$ cat config.mk
export PLATFORM = sky130hd
export DESIGN_NAME = tmr_shadow_ctl
export DESIGN_NICKNAME = d
export VERILOG_FILES = /design/src/rtl/tsu_pkg.sv /design/src/rtl/tsu_ctl.sv /design/src/rtl/tsu_cnt.sv /design/src/rtl/tsu_chan.sv /design/src/rtl/tmr_shadow_ctl.sv
export SDC_FILE = /design/constraint.sdc
export NUM_CORES = 1
export LEC_CHECK = 0
export BUFFER_PORTS_ARGS = -buffer_cell sky130_fd_sc_hd__buf_4
export CAP_MARGIN = 30
export CORE_ASPECT_RATIO = 0.9
export CORE_MARGIN = 2
export CORE_UTILIZATION = 50
export DETAILED_ROUTE_END_ITERATION = 8
export GPL_ROUTABILITY_DRIVEN = 0
export PLACE_DENSITY_LB_ADDON = 0.3
export SYNTH_ARGS = -nofsm -noshare
export SYNTH_HDL_FRONTEND = slang
export SYNTH_SLANG_ARGS = --single-unit
$ cat constraint.sdc
create_clock -name clk -period 2.8 [get_ports clk]
set_clock_uncertainty 0.05 [all_clocks]
set_input_delay 0.56 -clock clk [delete_from_list [all_inputs] [get_ports clk]]
set_output_delay 0.56 -clock clk [all_outputs]
set_load 0.01 [all_outputs]
$ cat src/rtl/tsu_pkg.sv
package tsu_pkg;

    localparam int DATA_W = 32;
    localparam int ADDR_W = 4;
    localparam int MODE_W = 3;
    localparam int CH_W   = MODE_W + 2;

    // register addresses
    localparam int A_CTRL    = 0;
    localparam int A_RLD_SHD = 1;
    localparam int A_RLD_ACT = 2;
    localparam int A_CNT     = 3;
    localparam int A_CH_SHD  = 4;

    // control word bit positions
    localparam int B_TME  = 0;
    localparam int B_RBUF = 1;
    localparam int B_PRE  = 8;
    localparam int B_USRC = 9;

    typedef struct packed {
        logic usrc;
        logic pre;
        logic rbuf;
        logic tme;
    } ctl_t;

    // packed so that word bits [4:2]=mode, [1]=nen, [0]=en
    typedef struct packed {
        logic [MODE_W-1:0] mode;
        logic              nen;
        logic              en;
    } ch_ctl_t;

    function automatic ctl_t ctl_from_word(input logic [DATA_W-1:0] w);
        ctl_t c;
        c.tme  = w[B_TME];
        c.rbuf = w[B_RBUF];
        c.pre  = w[B_PRE];
        c.usrc = w[B_USRC];
        return c;
    endfunction

    function automatic logic [DATA_W-1:0] ctl_to_word(input ctl_t c);
        logic [DATA_W-1:0] w;
        w         = '0;
        w[B_TME]  = c.tme;
        w[B_RBUF] = c.rbuf;
        w[B_PRE]  = c.pre;
        w[B_USRC] = c.usrc;
        return w;
    endfunction

endpackage

$ cat src/rtl/tsu_ctl.sv
module tsu_ctl
    import tsu_pkg::*;
(
    input  logic clk,
    input  logic rst,
    input  logic wr,
    input  ctl_t wval,
    input  logic trig_in,
    input  logic sw_upd2,
    input  logic hw_mode,
    output ctl_t ctl,
    output logic trig_rise,
    output logic upd2
);
    logic trig_q;
    logic hw_set;

    assign trig_rise = trig_in & ~trig_q;
    assign hw_set    = hw_mode & trig_rise;
    // second update exists only while preload is on
    assign upd2      = ctl.pre & (sw_upd2 | (ctl.usrc & trig_rise));

    always_ff @(posedge clk) begin
        if (rst) begin
            trig_q <= 1'b0;
            ctl    <= '0;
        end else begin
            trig_q <= trig_in;
            if (wr)
                ctl <= wval;
            if (hw_set)
                ctl.tme <= 1'b1;
        end
    end
endmodule

$ cat src/rtl/tsu_cnt.sv
module tsu_cnt #(
    parameter int CNT_W = 16
) (
    input  logic             clk,
    input  logic             rst,
    input  logic             tme,
    input  logic             rbuf,
    input  logic             wr,
    input  logic [CNT_W-1:0] wdata,
    input  logic             sw_upd,
    output logic [CNT_W-1:0] shd,
    output logic [CNT_W-1:0] act,
    output logic [CNT_W-1:0] cnt,
    output logic             upd
);
    logic             wrap;
    logic [CNT_W-1:0] shd_nx;

    assign wrap   = tme && (cnt >= act);
    assign upd    = sw_upd | wrap;
    assign shd_nx = wr ? wdata : shd;

    always_ff @(posedge clk) begin
        if (rst) begin
            shd <= '0;
            act <= '0;
            cnt <= '0;
        end else begin
            shd <= shd_nx;
            if (wr && !rbuf)
                act <= wdata;
            else if (upd)
                act <= shd_nx;
            if (wrap)
                cnt <= '0;
            else if (tme)
                cnt <= cnt + 1'b1;
        end
    end
endmodule

$ cat src/rtl/tsu_chan.sv
module tsu_chan
    import tsu_pkg::*;
(
    input  logic    clk,
    input  logic    rst,
    input  logic    pre,
    input  logic    wr,
    input  ch_ctl_t wdata,
    input  logic    upd2,
    output ch_ctl_t shd,
    output ch_ctl_t act
);
    ch_ctl_t shd_nx;

    assign shd_nx = wr ? wdata : shd;

    always_ff @(posedge clk) begin
        if (rst) begin
            shd <= '0;
            act <= '0;
        end else begin
            shd <= shd_nx;
            if (wr && !pre)
                act <= wdata;
            else if (upd2)
                act <= shd_nx;
        end
    end
endmodule

$ cat src/rtl/tmr_shadow_ctl.sv
module tmr_shadow_ctl
    import tsu_pkg::*;
#(
    parameter int NCH   = 4,
    parameter int CNT_W = 16
) (
    input  logic                  clk,
    input  logic                  rst,
    input  logic                  bus_wr,
    input  logic [ADDR_W-1:0]     bus_waddr,
    input  logic [DATA_W-1:0]     bus_wdata,
    input  logic [ADDR_W-1:0]     bus_raddr,
    output logic [DATA_W-1:0]     bus_rdata,
    input  logic                  sw_upd,
    input  logic                  sw_upd2,
    input  logic                  trig_in,
    input  logic                  one_pulse_mode,
    input  logic                  slave_trig_mode,
    output logic                  tmr_en_o,
    output logic [CNT_W-1:0]      cnt_o,
    output logic [CNT_W-1:0]      reload_o,
    output logic                  upd_o,
    output logic [NCH-1:0]        ch_en_o,
    output logic [NCH-1:0]        ch_nen_o,
    output logic [NCH*MODE_W-1:0] ch_mode_o
);
    localparam int CH_ACT_BASE = A_CH_SHD + NCH;

    ctl_t             ctl;
    logic             trig_rise;
    logic             upd2;
    logic             wr_ctl;
    logic             wr_rld;
    logic [CNT_W-1:0] rld_shd;
    ch_ctl_t          ch_shd [NCH];
    ch_ctl_t          ch_act [NCH];
    logic [NCH*CH_W-1:0] ch_act_flat;
    logic             unused_wdata;

    assign unused_wdata = ^bus_wdata;
    assign wr_ctl = bus_wr && (bus_waddr == ADDR_W'(A_CTRL));
    assign wr_rld = bus_wr && (bus_waddr == ADDR_W'(A_RLD_SHD));

    tsu_ctl u_ctl (
        .clk       (clk),
        .rst       (rst),
        .wr        (wr_ctl),
        .wval      (ctl_from_word(bus_wdata)),
        .trig_in   (trig_in),
        .sw_upd2   (sw_upd2),
        .hw_mode   (one_pulse_mode | slave_trig_mode),
        .ctl       (ctl),
        .trig_rise (trig_rise),
        .upd2      (upd2)
    );

    tsu_cnt #(.CNT_W(CNT_W)) u_cnt (
        .clk    (clk),
        .rst    (rst),
        .tme    (ctl.tme),
        .rbuf   (ctl.rbuf),
        .wr     (wr_rld),
        .wdata  (bus_wdata[CNT_W-1:0]),
        .sw_upd (sw_upd),
        .shd    (rld_shd),
        .act    (reload_o),
        .cnt    (cnt_o),
        .upd    (upd_o)
    );

    for (genvar gi = 0; gi < NCH; gi++) begin : g_ch
        logic wr_ch;
        assign wr_ch = bus_wr && (bus_waddr == ADDR_W'(A_CH_SHD + gi));

        tsu_chan u_chan (
            .clk   (clk),
            .rst   (rst),
            .pre   (ctl.pre),
            .wr    (wr_ch),
            .wdata (ch_ctl_t'(bus_wdata[CH_W-1:0])),
            .upd2  (upd2),
            .shd   (ch_shd[gi]),
            .act   (ch_act[gi])
        );

        assign ch_en_o[gi]                     = ch_act[gi].en;
        assign ch_nen_o[gi]                    = ch_act[gi].nen;
        assign ch_mode_o[gi*MODE_W +: MODE_W]  = ch_act[gi].mode;
        assign ch_act_flat[gi*CH_W +: CH_W]    = ch_act[gi];
    end

    assign tmr_en_o = ctl.tme;

    always_comb begin
        bus_rdata = '0;
        if (bus_raddr == ADDR_W'(A_CTRL))
            bus_rdata = ctl_to_word(ctl);
        else if (bus_raddr == ADDR_W'(A_RLD_SHD))
            bus_rdata = {{(DATA_W-CNT_W){1'b0}}, rld_shd};
        else if (bus_raddr == ADDR_W'(A_RLD_ACT))
            bus_rdata = {{(DATA_W-CNT_W){1'b0}}, reload_o};
        else if (bus_raddr == ADDR_W'(A_CNT))
            bus_rdata = {{(DATA_W-CNT_W){1'b0}}, cnt_o};
        for (int i = 0; i < NCH; i++) begin
            if (bus_raddr == ADDR_W'(A_CH_SHD + i))
                bus_rdata = {{(DATA_W-CH_W){1'b0}}, ch_shd[i]};
            if (bus_raddr == ADDR_W'(CH_ACT_BASE + i))
                bus_rdata = {{(DATA_W-CH_W){1'b0}}, ch_act[i]};
        end
    end
endmodule

==> impl_metrics.tcl, run 1 <==
set metrics [dict create \
    cts_setup_buffers 0 \
    highest_layer "met4" \
    whs_ns 0.374 \
    firstDrtPassIters 6 \
    drive_gt1_share_pct 22.1 \
    synth_most_common_cell "dfxtp_1" \
    area_growth_pct 22.1 \
    cp_top_family "compound AO/OA/AOI/OAI gates" \
    grt_pass1_vias 4264 \
    portBuffers 101 \
    startpoint_type "flip-flop" \
    place_hpwl_mm 9.97 \
    reg2regPathDepth 8 \
    rsz0062_at_grt "false" \
    cp_max_fo 4 \
    maxSlewViolCount 0 \
    drc_errors 0 \
    synthArstFlopShare_pct 0 \
    grt_pass1_wl_mm 21.8 \
    ant_nets 0 \
    path_cells "inv_1, ha_1, a211o_1, nor3_1, a31o_2, nand2_1, buf_4" \
    slowest_stage "dfxtp_1" \
    synthTopCellsByCount "dfxtp_1 (93), nand2_1 (77), nor2_1 (77)" \
    crit_end "upd_o" \
    synth_top_family_by_area "compound AO/OA/AOI/OAI gates" \
    die-area_mm2 0.0104 \
    clock-sinks 93 \
    multi_input_area_mm2 0.00261 \
    arrival_ns 1.99 \
    wl_per_cell_um 17.0 \
    num_antenna_cells 0 \
    syn_avg_cell_area_um2 8.24 \
    r2r-start "u_cnt.act[7]" \
    finalSetupViolations 0 \
    synthMuxAreaShare_pct 6.86 \
    power_per_cell_area_mw_per_mm2 466 \
    vias 4584 \
    tightest_slew_ns 0.747 \
    wl_mm 13.6 \
    hold_path_class "in -> reg" \
    cts_tree "built" \
    crit_start "u_cnt.act[7]" \
    initial_core_util_pct 51.9 \
    num-fill-cells 811 \
    grt_max_degree 39 \
    synth_compound_area_share_pct 19.9 \
    dr_wl_met2_mm 6.06 \
    clk_path_buf_depth 2 \
    rows 33 \
    grt_overflow 0 \
    tns_ns 0 \
    io_pins 134 \
    worst-path-stages 7 \
    synth_top_area_cell "dfxtp_1" \
    r2r_end "u_cnt.act[8]" \
    core_mm2 0.00921 \
    status "finished clean" \
    wl_met1_mm 6.14 \
    postCtsHoldBufs 0 \
    hold_violations 0 \
    synthCells 580 \
    timing.final.ws_setup_ns 0.195 \
    reg2reg_slack_ns 0.41 \
    critPathKind "reg -> out" \
    yosysTopAreaCellShare_pct 38.9 \
    pre_cts_slack_ns 0.252 \
    synth_edf_count 0 \
    synth_warnings 0 \
    yosys.area_share.simple_pct 19.5 \
    cts_root_buffer "clkbuf_8" \
    cts_made_buffers 9 \
    nets 740 \
    cp_slowest_stage_delay_ns 0.37 \
    synth_xor_area_share_pct 2.75 \
    die_y_um 96.8 \
    max_cap_violations 0 \
    ir_worst_vdd_mv 0.239 \
    htree_levels 3 \
    die_w_um 107 \
    fmax_mhz 384 \
    path_clk_slew_ns 0.09 \
    layout_min_cycle_time_ns 2.60 \
    track_usage_pct 26.4 \
    total_power_mw 2.72 \
    crit_buf_inv 2 \
    clock_latency_ns 0.36 \
    synth_ff_type "dfxtp_1" \
    worstPathRequired_ns 2.19 \
    slew_headroom_pct 49.9 \
    synth-seq-cells 93 \
    ctsResizeCount 0 \
    synth-adder-area-share_pct 4.45 \
    leakage_nw 2.39 \
    synthTopCellsByArea "dfxtp_1 (39%), nand2_1 (6.0%), nor2_1 (6.0%)" \
    dr.first_iter.drc_count 415 \
    synthesis.area_mm2 0.00478 \
    vias_per_cell 5.72 \
    antenna_found_initial 0 \
    ys_seq_area_share_pct 38.9 \
    dr_wl_met3_mm 1.18 \
    crit_path_end_kind "output port" \
    period_share_pct 93.0 \
    seq_area_mm2 0.00186 \
    ys_types 52 \
]
-- flip-flops by register name (all words and copies together), names as in the netlist --
name             cells
u_cnt.shd           16
u_cnt.act           16
u_ctl.ctl            4
u_cnt.cnt           16
u_ctl.trig_q         1
g_ch.u_chan.act     20
g_ch.u_chan.shd     20
-- cells in the final DEF, fill, tap and decap left out, drive strengths merged, types with 5 or more instances in the layout --
master	n
nor2	79
o21ai	33
mux2i	26
nand4	6
a21oi	39
ha	17
conb	16
clkbuf	10
nor2b	9
inv	22
buf	120
a211oi	20
nand3	14
dfxtp	93
xor2	6
a22o	16
xnor2	9
a22oi	18
nand2	77
nand2b	5
-- final cells by class --
cell class,instances,share of cell area (%)
inverters,22,1.41
clock inverters,5,1.71
multi-input cells,429,44.8
flip-flops and latches,93,31.9
clock buffers,10,2.19
well taps,122,2.61
repair buffers,120,15.4
-- routing by layer --
| metal | vias up | global-route usage, % |
|---|---|---|
| met5 | - | 0 |
| met4 | 0 | 7.29 |
| met3 | 18 | 4.25 |
| met2 | 214 | 39.7 |
| met1 | 2169 | 39.0 |
| li1 | 2183 | - |
-- cell families after synthesis --
family                     count (synthesis)
and+or+nand+nor                          207
AOI/OAI and AO/OA                        144
DFF                                       93
buffers and inverters                     73
muxes                                     30
adders and majority gates                 17
xor gates and xnor gates                  15
other                                      1
-- worst register-to-register path, stage by stage (launching register included) --
cell	delay, ns
dfxtp_1	0.37
inv_1	0.08
ha_1	0.29
a211o_1	0.26
nor3_1	0.19
a31o_2	0.22
nand3_1	0.28
buf_4	0.30
a22o_1	0.24
-- power breakdown --
part	leakage, nW	internal, mW	switching (mW)
combinational	1.52	0.116	0.183
sequential	0.751	1.34	0.0189
clock	0.116	0.586	0.471
-- worst min-delay path by stage --
stage	depth (start not counted)	end	from	slack, ns
5_1_grt	2	u_ctl.trig_q	trig_in	0.38
4_1_cts	2	u_ctl.trig_q	trig_in	0.37
3_5_place_dp	2	u_cnt.shd[14]	u_cnt.shd[14]	0.42
6_report	2	u_ctl.trig_q	trig_in	0.37
2_1_floorplan	2	u_ctl.ctl[3]	u_ctl.ctl[3]	0.39
3_3_place_gp	2	u_cnt.shd[10]	u_cnt.shd[10]	0.41
-- metrics by stage --
step	instance area [um^2]	std cells	util [%]
floorplan	4840	595	-
global placement	5610	786	60.9
detailed placement	5610	786	60.9
CTS	5840	801	63.4
global route	5840	801	63.4
finish	5840	801	63.4
(Power assumes the default switching activity.)
==> run 2: changes to the inputs <==
--- a/config.mk
+++ b/config.mk
@@ -9,7 +9,7 @@
 export CAP_MARGIN = 30
 export CORE_ASPECT_RATIO = 0.9
 export CORE_MARGIN = 2
-export CORE_UTILIZATION = 50
+export CORE_UTILIZATION = 47
 export DETAILED_ROUTE_END_ITERATION = 8
 export GPL_ROUTABILITY_DRIVEN = 0
 export PLACE_DENSITY_LB_ADDON = 0.3
==> constraint.sdc (replaced) <==
create_clock -name clk -period 2.3 [get_ports clk]
set_clock_uncertainty 0.05 [all_clocks]
set_input_delay 0.46 -clock clk [delete_from_list [all_inputs] [get_ports clk]]
set_output_delay 0.46 -clock clk [all_outputs]
set_load 0.01 [all_outputs]
==> run 2 against run 1 <==
The flow now finishes with violations (setup timing). Non-clock buffer count is 37 higher. Via count is 4.9% higher. Sequential share of layout area is 2.2 points lower. Clock power is 42% higher. Hold slack worse by 0.081 ns. Flip-flop and latch count stayed put. Combinational power is 39% higher. Critical path type unchanged.
==> impl_metrics.tcl, run 2 (synthesis results as in run 1) <==
set metrics [dict create \
    status "finished with violations" \
    violations "setup timing" \
    tns_ns -0.0292 \
    grtUsageMet1_pct 39.7 \
    ir_worst_vdd_mv 0.326 \
    pre_cts_slack_ns 0.0182 \
    dr.first_iter.drc_count 470 \
    clock-sinks 93 \
    vias_per_cell 5.70 \
    slowest_stage "dfxtp_2" \
    critPathKind "reg -> out" \
    leakage_nw 2.64 \
    r2r-start "u_cnt.act[11]" \
    top_usage_layer "met1" \
    nets 777 \
    rsz0062_at_grt "true" \
    maxSlewViolCount 0 \
    grt_overflow 0 \
    drc_errors 0 \
    crit_buf_inv 2 \
    crit_top_cell "nand2_2" \
    dp.cells 817 \
    postCtsHoldBufs 0 \
    clk_path_buf_depth 2 \
    hp-start "trig_in" \
    final_common_cell "buf_4" \
    rows 34 \
    top_regs "g_ch.u_chan.act (20), g_ch.u_chan.shd (20)" \
    min_path_cells 2 \
    total_power_mw 3.58 \
    initial_core_util_pct 48.9 \
    firstDrtPassIters 5 \
    whs_ns 0.293 \
    portBuffers 101 \
    vias 4808 \
    fmax_mhz 429 \
    gr-usage-met3_pct 4.39 \
    area_growth_pct 32.5 \
    num_antenna_cells 0 \
    arrival_ns 1.82 \
    path_clk_slew_ns 0.07 \
    cp_top_family "compound AO/OA/AOI/OAI gates" \
    layout_min_cycle_time_ns 2.33 \
    final_cell_mix "buf_4 (155), nor2_1 (77), dfxtp_1 (77), nand2_1 (75), a21oi_1 (34)" \
    path_cells "inv_1, ha_4, nand3_1, nand2_2, o211ai_1, a31o_2, nand2_2, buf_6" \
    timing.final.ws_setup_ns -0.0292 \
    reg2regPathDepth 10 \
    hold_path_class "in -> reg" \
    io_pins 134 \
    placed_cell_area_mm2 0.00582 \
    max_cap_violations 0 \
    grt_pass1_wl_mm 22.6 \
    worstPathRequired_ns 1.79 \
    place_hpwl_mm 10.6 \
    reg2reg_slack_ns 0.08 \
    drive_gt1_share_pct 31.7 \
    startpoint_type "flip-flop" \
    hold_violations 0 \
    antenna_found_initial 0 \
    die-area_mm2 0.0110 \
    clock_latency_ns 0.34 \
    final_area_mm2 0.00634 \
    final_util_pct 64.8 \
    cts_made_buffers 9 \
    cp_slowest_stage_delay_ns 0.34 \
    grt_pass1_vias 4365 \
    htree_levels 3 \
    grt_max_degree 34 \
    crit_path_end_kind "output port" \
    cp_max_fo 3 \
    cts_root_buffer "clkbuf_16" \
    cts_tree "built" \
    wl_per_cell_um 17.7 \
    core_mm2 0.00978 \
    grtUsageMet2_pct 39.2 \
    wl_mm 14.9 \
    ant_nets 0 \
    die_y_um 99.7 \
    track_usage_pct 26.8 \
    final_cells 843 \
    power_per_cell_area_mw_per_mm2 565 \
    die_w_um 110 \
    period_share_pct 101 \
    finalSetupViolations 1 \
    r2r_end "u_cnt.act[11]" \
    worstHoldEndpoint "u_ctl.trig_q" \
]
[run 2: metal layers]
layer	wire length [um]	vias to the layer above
li1	-	2256
met4	415	0
met3	1400	38
met5	0	-
met2	6430	268
met1	6700	2246
[run 2: final cells by class]
| type | instances | area (um^2) |
|---|---|---|
| inverter | 22 | 82.6 |
| timing repair buffer | 157 | 1190 |
| sequential | 93 | 1880 |
| multi-input combinational | 429 | 2730 |
| clock buffer | 9 | 225 |
| fill | 815 | 3450 |
| clock inverter | 7 | 71.3 |
| tap | 126 | 158 |
[run 2: how the worst max path moves through the flow]
stage / start / endpoint / cells past startpoint
after floorplan: bus_raddr[0] / bus_rdata[0] / 7
after global placement: bus_raddr[0] / bus_rdata[1] / 8
after detailed placement: bus_raddr[0] / bus_rdata[1] / 8
after CTS: u_cnt.act[6] / upd_o / 8
after global routing: u_cnt.act[11] / upd_o / 8
final: u_cnt.act[11] / upd_o / 8
[run 2: timing repair]
action,CTS,global route
buffers inserted,6,4
pin swaps,6,9
endpoints found under the setup margin,3,7
gates resized for setup,19,28
[run 2: worst register-to-register path: stages (launching register included)]
cell,delay (ns)
dfxtp_2,0.34
inv_1,0.08
ha_4,0.30
nand3_1,0.11
nand2_2,0.11
o211ai_1,0.10
a31o_2,0.25
buf_4,0.14
and4b_1,0.18
buf_4,0.18
a22o_1,0.26
[run 2: where the power goes]
part | leakage, nW | internal (mW) | switching, mW
Clock | 0.150 | 0.849 | 0.656
Combinational | 1.73 | 0.176 | 0.240
Sequential | 0.760 | 1.64 | 0.0215
